[src/rtl/irqc_pkg.sv]
package irqc_pkg;

  localparam int unsigned WORD_W = 32;
  localparam int unsigned ADDR_W = 10;

  // Word-group base offsets; the word index inside a group is addr[3:2]
  localparam logic [ADDR_W-1:0] OFF_SCALAR = 10'h000;
  localparam logic [ADDR_W-1:0] OFF_IPEND  = 10'h010;
  localparam logic [ADDR_W-1:0] OFF_FPEND  = 10'h020;
  localparam logic [ADDR_W-1:0] OFF_SEL    = 10'h030;
  localparam logic [ADDR_W-1:0] OFF_EN     = 10'h040;
  localparam logic [ADDR_W-1:0] OFF_MASK   = 10'h050;

  typedef enum logic [3:0] {
    RG_NONE,
    RG_VEC,
    RG_BASE,
    RG_PROT,
    RG_NMI,
    RG_IPEND,
    RG_FPEND,
    RG_SEL,
    RG_EN,
    RG_MASK
  } reg_grp_e;

  typedef struct packed {
    reg_grp_e   grp;
    logic [1:0] idx;
  } reg_sel_t;

endpackage

[src/rtl/irqc_decode.sv]
module irqc_decode
  import irqc_pkg::*;
#(
  parameter int unsigned NBANK = 3
) (
  input  logic [ADDR_W-1:0] addr,
  output reg_sel_t          dsel
);

  localparam int unsigned GW = ADDR_W - 4;

  logic idx_ok;

  assign idx_ok = (32'(addr[3:2]) < NBANK);

  always_comb begin
    dsel.grp = RG_NONE;
    dsel.idx = addr[3:2];
    if (addr[1:0] == 2'b00) begin
      case (addr[ADDR_W-1:4])
        OFF_SCALAR[ADDR_W-1:4]: begin
          case (addr[3:2])
            2'd0:    dsel.grp = RG_VEC;
            2'd1:    dsel.grp = RG_BASE;
            2'd2:    dsel.grp = RG_PROT;
            default: dsel.grp = RG_NMI;
          endcase
        end
        OFF_IPEND[ADDR_W-1:4]: if (idx_ok) dsel.grp = RG_IPEND;
        OFF_FPEND[ADDR_W-1:4]: if (idx_ok) dsel.grp = RG_FPEND;
        OFF_SEL[ADDR_W-1:4]:   if (idx_ok) dsel.grp = RG_SEL;
        OFF_EN[ADDR_W-1:4]:    if (idx_ok) dsel.grp = RG_EN;
        OFF_MASK[ADDR_W-1:4]:  if (idx_ok) dsel.grp = RG_MASK;
        default: dsel.grp = RG_NONE;
      endcase
    end
  end

  logic [GW-1:0] unused_gw;
  assign unused_gw = '0;

endmodule

[src/rtl/irqc_pend_word.sv]
module irqc_pend_word #(
  parameter int unsigned W = 32
) (
  input  logic         clk,
  input  logic         rst_n,
  input  logic [W-1:0] src,
  input  logic [W-1:0] route,
  input  logic         iclr_en,
  input  logic         fclr_en,
  input  logic [W-1:0] clr_bits,
  output logic [W-1:0] ipend_q,
  output logic [W-1:0] fpend_q
);

  logic [W-1:0] ipend_d;
  logic [W-1:0] fpend_d;
  logic         i_ce;
  logic         f_ce;

  // Clear is applied first, capture last: a same-cycle set survives
  always_comb begin
    ipend_d = ipend_q;
    fpend_d = fpend_q;
    if (iclr_en) ipend_d = ipend_d & ~clr_bits;
    if (fclr_en) fpend_d = fpend_d & ~clr_bits;
    ipend_d = ipend_d | src;
    fpend_d = fpend_d | (src & route);
  end

  assign i_ce = iclr_en | (|src);
  assign f_ce = fclr_en | (|(src & route));

  always_ff @(posedge clk or negedge rst_n) begin
    if (!rst_n) begin
      ipend_q <= '0;
      fpend_q <= '0;
    end else begin
      if (i_ce) ipend_q <= ipend_d;
      if (f_ce) fpend_q <= fpend_d;
    end
  end

endmodule

[src/rtl/irqc_route.sv]
module irqc_route #(
  parameter int unsigned NBANK = 3,
  parameter int unsigned W     = 32
) (
  input  logic                     clk,
  input  logic                     rst_n,
  input  logic [NBANK-1:0][W-1:0]  ipend,
  input  logic [NBANK-1:0][W-1:0]  mask,
  input  logic [NBANK-1:0][W-1:0]  sel,
  output logic                     irq_o,
  output logic                     fiq_o
);

  logic [NBANK-1:0] irq_any;
  logic [NBANK-1:0] fiq_any;
  logic             irq_d;
  logic             fiq_d;

  for (genvar b = 0; b < NBANK; b++) begin : g_bank
    logic [W-1:0] live;
    assign live       = ipend[b] & ~mask[b];
    assign irq_any[b] = |live;
    assign fiq_any[b] = |(live & sel[b]);
  end

  always_comb begin
    irq_d = |irq_any;
    fiq_d = |fiq_any;
  end

  always_ff @(posedge clk or negedge rst_n) begin
    if (!rst_n) begin
      irq_o <= 1'b0;
      fiq_o <= 1'b0;
    end else begin
      irq_o <= irq_d;
      fiq_o <= fiq_d;
    end
  end

endmodule

[src/rtl/irq_fiq_ctrl.sv]
module irq_fiq_ctrl
  import irqc_pkg::*;
#(
  parameter int unsigned NBANK = 3
) (
  input  logic                    clk,
  input  logic                    rst_n,
  input  logic [NBANK*WORD_W-1:0] src_i,
  input  logic                    bus_rd,
  input  logic                    bus_wr,
  input  logic [ADDR_W-1:0]       bus_addr,
  input  logic [WORD_W-1:0]       bus_wdata,
  output logic [WORD_W-1:0]       bus_rdata,
  output logic                    bus_rdy,
  output logic                    irq_o,
  output logic                    fiq_o
);

  localparam int unsigned NSRC = NBANK * WORD_W;

  // Reset: asserted asynchronously, released after two clock edges
  logic [1:0] rsync_q;
  logic       rst_q_n;

  always_ff @(posedge clk or negedge rst_n) begin
    if (!rst_n) rsync_q <= '0;
    else        rsync_q <= {rsync_q[0], 1'b1};
  end
  assign rst_q_n = rsync_q[1];

  reg_sel_t dsel;

  irqc_decode #(.NBANK(NBANK)) u_dec (
    .addr (bus_addr),
    .dsel (dsel)
  );

  // Scalar registers
  logic [WORD_W-1:0] vec_q, vec_d;
  logic [WORD_W-1:0] base_q, base_d;
  logic [WORD_W-1:0] prot_q, prot_d;
  logic [WORD_W-1:0] nmi_q, nmi_d;
  logic              scal_ce;

  always_comb begin
    vec_d  = vec_q;
    base_d = base_q;
    prot_d = prot_q;
    nmi_d  = nmi_q;
    case (dsel.grp)
      RG_VEC:  vec_d  = {bus_wdata[WORD_W-1:2], 2'b00};
      RG_BASE: base_d = {bus_wdata[WORD_W-1:2], 2'b00};
      RG_PROT: prot_d = bus_wdata;
      RG_NMI:  nmi_d  = bus_wdata;
      default: ;
    endcase
  end

  assign scal_ce = bus_wr && (dsel.grp inside {RG_VEC, RG_BASE, RG_PROT, RG_NMI});

  always_ff @(posedge clk or negedge rst_q_n) begin
    if (!rst_q_n) begin
      vec_q  <= '0;
      base_q <= '0;
      prot_q <= '0;
      nmi_q  <= '0;
    end else if (scal_ce) begin
      vec_q  <= vec_d;
      base_q <= base_d;
      prot_q <= prot_d;
      nmi_q  <= nmi_d;
    end
  end

  // Per-bank configuration words and pending capture
  logic [NBANK-1:0][WORD_W-1:0] sel_q;
  logic [NBANK-1:0][WORD_W-1:0] en_q;
  logic [NBANK-1:0][WORD_W-1:0] mask_q;
  logic [NBANK-1:0][WORD_W-1:0] ipend_w;
  logic [NBANK-1:0][WORD_W-1:0] fpend_w;

  for (genvar b = 0; b < NBANK; b++) begin : g_bank
    logic              hit;
    logic              sel_we, en_we, mask_we;
    logic              iclr, fclr;
    logic [WORD_W-1:0] sel_r, en_r, mask_r;

    assign hit     = bus_wr && (dsel.idx == 2'(b));
    assign sel_we  = hit && (dsel.grp == RG_SEL);
    assign en_we   = hit && (dsel.grp == RG_EN);
    assign mask_we = hit && (dsel.grp == RG_MASK);
    assign iclr    = hit && (dsel.grp == RG_IPEND);
    assign fclr    = hit && (dsel.grp == RG_FPEND);

    always_ff @(posedge clk or negedge rst_q_n) begin
      if (!rst_q_n) begin
        sel_r  <= '0;
        en_r   <= '0;
        mask_r <= '0;
      end else begin
        if (sel_we)  sel_r  <= bus_wdata;
        if (en_we)   en_r   <= bus_wdata;
        if (mask_we) mask_r <= bus_wdata;
      end
    end

    assign sel_q[b]  = sel_r;
    assign en_q[b]   = en_r;
    assign mask_q[b] = mask_r;

    irqc_pend_word #(.W(WORD_W)) u_pend (
      .clk      (clk),
      .rst_n    (rst_q_n),
      .src      (src_i[b*WORD_W +: WORD_W]),
      .route    (sel_r),
      .iclr_en  (iclr),
      .fclr_en  (fclr),
      .clr_bits (bus_wdata),
      .ipend_q  (ipend_w[b]),
      .fpend_q  (fpend_w[b])
    );
  end

  irqc_route #(.NBANK(NBANK), .W(WORD_W)) u_route (
    .clk   (clk),
    .rst_n (rst_q_n),
    .ipend (ipend_w),
    .mask  (mask_q),
    .sel   (sel_q),
    .irq_o (irq_o),
    .fiq_o (fiq_o)
  );

  // Read path: registered data and completion flag
  logic [WORD_W-1:0] rd_d;
  logic              rdy_d;

  always_comb begin
    rd_d = '0;
    case (dsel.grp)
      RG_VEC:  rd_d = vec_q;
      RG_BASE: rd_d = base_q;
      RG_PROT: rd_d = prot_q;
      RG_NMI:  rd_d = nmi_q;
      default: ;
    endcase
    for (int b = 0; b < NBANK; b++) begin
      if (dsel.idx == 2'(b)) begin
        case (dsel.grp)
          RG_IPEND: rd_d = ipend_w[b];
          RG_FPEND: rd_d = fpend_w[b];
          RG_SEL:   rd_d = sel_q[b];
          RG_EN:    rd_d = en_q[b];
          RG_MASK:  rd_d = mask_q[b];
          default:  ;
        endcase
      end
    end
  end

  assign rdy_d = bus_rd | bus_wr;

  always_ff @(posedge clk or negedge rst_q_n) begin
    if (!rst_q_n) begin
      bus_rdata <= '0;
      bus_rdy   <= 1'b0;
    end else begin
      bus_rdy <= rdy_d;
      if (bus_rd) bus_rdata <= rd_d;
    end
  end

  logic [NSRC-1:0] unused_src;
  assign unused_src = src_i;

endmodule

[config.mk]
export PLATFORM = sky130hd
export DESIGN_NAME = irq_fiq_ctrl
export DESIGN_NICKNAME = d
export VERILOG_FILES = /design/src/rtl/irqc_pkg.sv /design/src/rtl/irqc_decode.sv /design/src/rtl/irqc_pend_word.sv /design/src/rtl/irqc_route.sv /design/src/rtl/irq_fiq_ctrl.sv
export SDC_FILE = /design/constraint.sdc
export NUM_CORES = 1
export LEC_CHECK = 0
export BUFFER_PORTS_ARGS = -buffer_cell sky130_fd_sc_hd__buf_4
export CORE_ASPECT_RATIO = 1.4
export CORE_MARGIN = 5
export CORE_UTILIZATION = 50
export CTS_CLUSTER_SIZE = 20
export DETAILED_ROUTE_END_ITERATION = 10
export HOLD_SLACK_MARGIN = 0.06
export PLACE_DENSITY = 0.68
export SYNTH_ARGS = -nofsm -noshare
export SYNTH_HDL_FRONTEND = slang
export SYNTH_SLANG_ARGS = --single-unit
[constraint.sdc]
create_clock -name clk -period 23.7 [get_ports clk]
set_clock_uncertainty 0.05 [all_clocks]
set_input_delay 7.11 -clock clk [delete_from_list [all_inputs] [get_ports clk]]
set_output_delay 7.11 -clock clk [all_outputs]
set_load 0.1 [all_outputs]
==> run_results.csv <==
group,metric,value,unit
clock_network,ctsHoldBuffers,0,
clock_network,cts_resized,0,
setup_path,required,24.16,ns
power_and_ir_drop,power_frac_seq,50.8,%
die,start_util,50.2,%
sta,setup_viol,0,
route,drt-initial-drc-count,2864,
power_and_ir_drop,power,2.19,mW
synth,ys_ff_latch,641,
cells_and_area,final_cells,3406,
cells_and_area,final_util,56.7,%
cells_and_area,multiInputGateArea,13100,um^2
setup_path,crit_type,"in2reg",
synth,synthesis.area,29800,um^2
cells_and_area,final_layout_size_suffix_gt1_share,29.2,%
synth,syn_avg_cell_area,11.7,um^2
setup_path,path_cells,"buf_4 > inv_1 > ha_1 > nor2_1 > o32ai_4 > nand2_4 > nor4_2 > buf_4 > nand2_1 > buf_4 > mux2_1",
route,route.detailed.drc,0,
place,dp_slack,12.47,ns
synth,yosys_warnings,0,
place,dp.cells,3303,
synth,synth_nets,2696,
setup_path,reg2reg_to,"g_bank[1].en_r[18]$_DFFE_PN0P_",
power_and_ir_drop,powerDensity,65.1,nW/um^2
clock_network,cts_root_buffer,"clkbuf_16",
die,die_area,64800,um^2
die,dieHeight,299,um
hold_path,worstHoldPathType,"reg2reg",
route,firstDrtPassIters,10,
sta,worstMarginPinSlew,1.20,ns
die,die_width,217,um
power_and_ir_drop,p_sw,0.509,mW
clock_network,post_cts_buffers,0,
global_route,grt_max_degree,196,
synth,async_reset_ff_share,100,%
setup_path,crit_top_cell,"buf_4",
setup_path,crit_family,"simple AND/OR/NAND/NOR gates",
power_and_ir_drop,p_int,1.68,mW
hold_path,holdCritStartpoint,"rsync_q[0]$_DFF_PN0_",
route,antenna_left,0,
sta,slew_viol_final,0,
setup_path,path_max_fanout,54,
die,num_rows,106,
setup_path,path_buf_inv,4,
setup_path,slowest_stage,"nand2_4",
sta,fin_crit_sh,44.9,%
clock_network,cts_num_sinks,641,
hold_path,hold-path-endpoint,"rsync_q[1]$_DFF_PN0_",
global_route,grt_pass1_wl,158000,um
synth,yosysSeqAreaShare,53.7,%
die,fp.coreArea,59400,um^2
power_and_ir_drop,pwr-share-comb,4.7,%
clock_network,clk_pin_slew,0.06,ns
power_and_ir_drop,power.leakage,14.7,nW
route,detail_route.wl_per_cell,31.6,um
sta,setup_tns,0,ns
synth,synth_edf_count,0,
cells_and_area,area_growth,12.8,%
cells_and_area,ff_latch_area,16000,um^2
cells_and_area,diodes,0,
sta,hold_ws,0.311,ns
sta,fin_ws,13.06,ns
place,placed_area,31700,um^2
cells_and_area,nets,2755,
setup_path,rr_startpoint,"rsync_q[1]$_DFF_PN0_",
sta,period_needed,10.64,ns
route,drt-total-wl,108000,um
sta,hold_violations,0,
setup_path,worstSetupStartpoint,"bus_addr[2]",
setup_path,r2r_slack,19.86,ns
global_route,overflow,0,
setup_path,start_kind,"input pin",
power_and_ir_drop,peakVddDrop,0.0567,mV
setup_path,max_stage_delay,0.55,ns
place,dp_hpwl,67200,um
place,routabilityCongestion,0.971,
run_status,outcome,"complete, no violations",
synth,synthDistinctLibCells,56,
cells_and_area,final_common_cell,"dfrtp_1",
clock_network,cts_tree,"yes",
clock_network,clk_path_buf_depth,3,
global_route,grt_pass1_vias,23414,
setup_path,cp_data_arrival_time,11.10,ns
global_route,antenna_found_initial,2,
synth,syn-instance-count,2549,
die,ios,177,
setup_path,endpoint_kind,"flop",
synth,ys.flop_type,"dfrtp_1",
power_and_ir_drop,clkPwrFrac,44.5,%
power_and_ir_drop,p_sw_share,23.2,%
cells_and_area,layout_common_cells,"dfrtp_1, mux2_2, nand2_1",
cells_and_area,fin_area,33700,um^2
route,vias,23175,
place,port-buffer-count,176,
sta,relSlewSlack,19.5,%
sta,fmax,94.0,MHz
clock_network,htree_num_levels,2,
cells_and_area,fill_cells,4952,
route,vias_per_cell,6.80,
global_route,grt_usage,32.4,%
clock_network,clk_latency,0.64,ns
setup_path,r2r.worst_path.cells,3,
clock_network,numCtsBuffers,59,
run,cap_violations,0,
sta,rsz0062_at_grt,"false",
hold_path,hold_depth,0,
==> kinds of logic (layout without fill, tap and decap cells) <==
family	after synthesis	after routing	synth area share [%]
AOI/OAI and AO/OA	571	571	15.2
adders and majority gates	5	5	0.210
buffers and inverters	219	320	2.93
DFF	641	641	53.7
muxes	475	475	17.8
other	1	1	0.0126
and+or+nand+nor	637	637	10.1
==> synth_stat cells, types with 3 or more instances <==
cell	n	area [um^2]
nor4_1	29	181
mux2_2	434	4890
nand3_1	17	85.1
a22o_1	101	885
nand4_1	17	106
buf_2	23	115
dfrtp_1	641	16000
clkbuf_1	162	608
a32oi_1	3	26.3
o2bb2ai_1	17	149
nand2_1	378	1420
o22ai_1	14	87.6
a21o_1	158	1190
nor2_1	29	109
or4_1	30	225
and2_1	3	18.8
o21a_1	32	240
nor2b_1	109	682
nor3_1	4	20.0
mux2i_1	33	330
a222oi_1	79	791
ha_1	5	62.6
buf_1	24	90.1
a31oi_1	46	288
a22oi_1	82	616
a221oi_1	3	26.3
a21oi_1	23	115
or3_1	6	37.5
inv_1	5	18.8
o21ai_0	4	20.0
mux2_1	8	90.1
==> cell type report <==
type	count	area share, %
multi-input cells	1689	38.9
inverters	6	0.0669
well taps	756	2.81
clock inverters	10	0.364
clock buffers	93	5.42
repair buffers	211	4.78
flip-flops and latches	641	47.6
==> worst register-to-register path: cells and delay by family (launching register included) <==
family	cells	cell delay, ns
flops	1	0.89
buf+inv	3	2.67
==> sequential cells by signal (all words and copies together) (netlist names) <==
signal,flops
base_q,30
bus_rdata,32
bus_rdy,1
g_bank.en_r,96
g_bank.mask_r,96
g_bank.sel_r,96
g_bank.u_pend.fpend_q,96
g_bank.u_pend.ipend_q,96
nmi_q,32
prot_q,32
rsync_q,2
u_route.fiq_o,1
u_route.irq_o,1
vec_q,30
==> layer usage <==
| metal | vias to the layer above | global-route usage (%) | routed length (um) |
|---|---|---|---|
| met5 | - | 0 | 13 |
| met4 | 2 | 18.5 | 7810 |
| met3 | 386 | 7.21 | 10200 |
| met2 | 1386 | 51.6 | 49800 |
| met1 | 11941 | 41.1 | 39700 |
| li1 | 9460 | - | - |
==> worst max-delay path by stage <==
stage	end	slack, ns	cells after the start
finish	vec_q[18]$_DFFE_PN0P_	13.06	11
floorplan	base_q[10]$_DFFE_PN0P_	4.46	0
global route	vec_q[18]$_DFFE_PN0P_	12.92	11
detailed placement	vec_q[18]$_DFFE_PN0P_	12.47	11
CTS	vec_q[18]$_DFFE_PN0P_	13.12	11
global placement	vec_q[18]$_DFFE_PN0P_	12.56	11
==> power by group through the flow <==
stage | clock network, mW | logic [mW] | registers [mW]
2_1_floorplan | 0 | 0.0373 | 1.15
3_3_place_gp | 0 | 0.100 | 1.13
3_5_place_dp | 0 | 0.103 | 1.13
4_1_cts | 0.983 | 0.103 | 1.11
5_1_grt | 1.02 | 0.111 | 1.11
6_report | 0.976 | 0.103 | 1.11
Power figures use the tool's default switching activity.
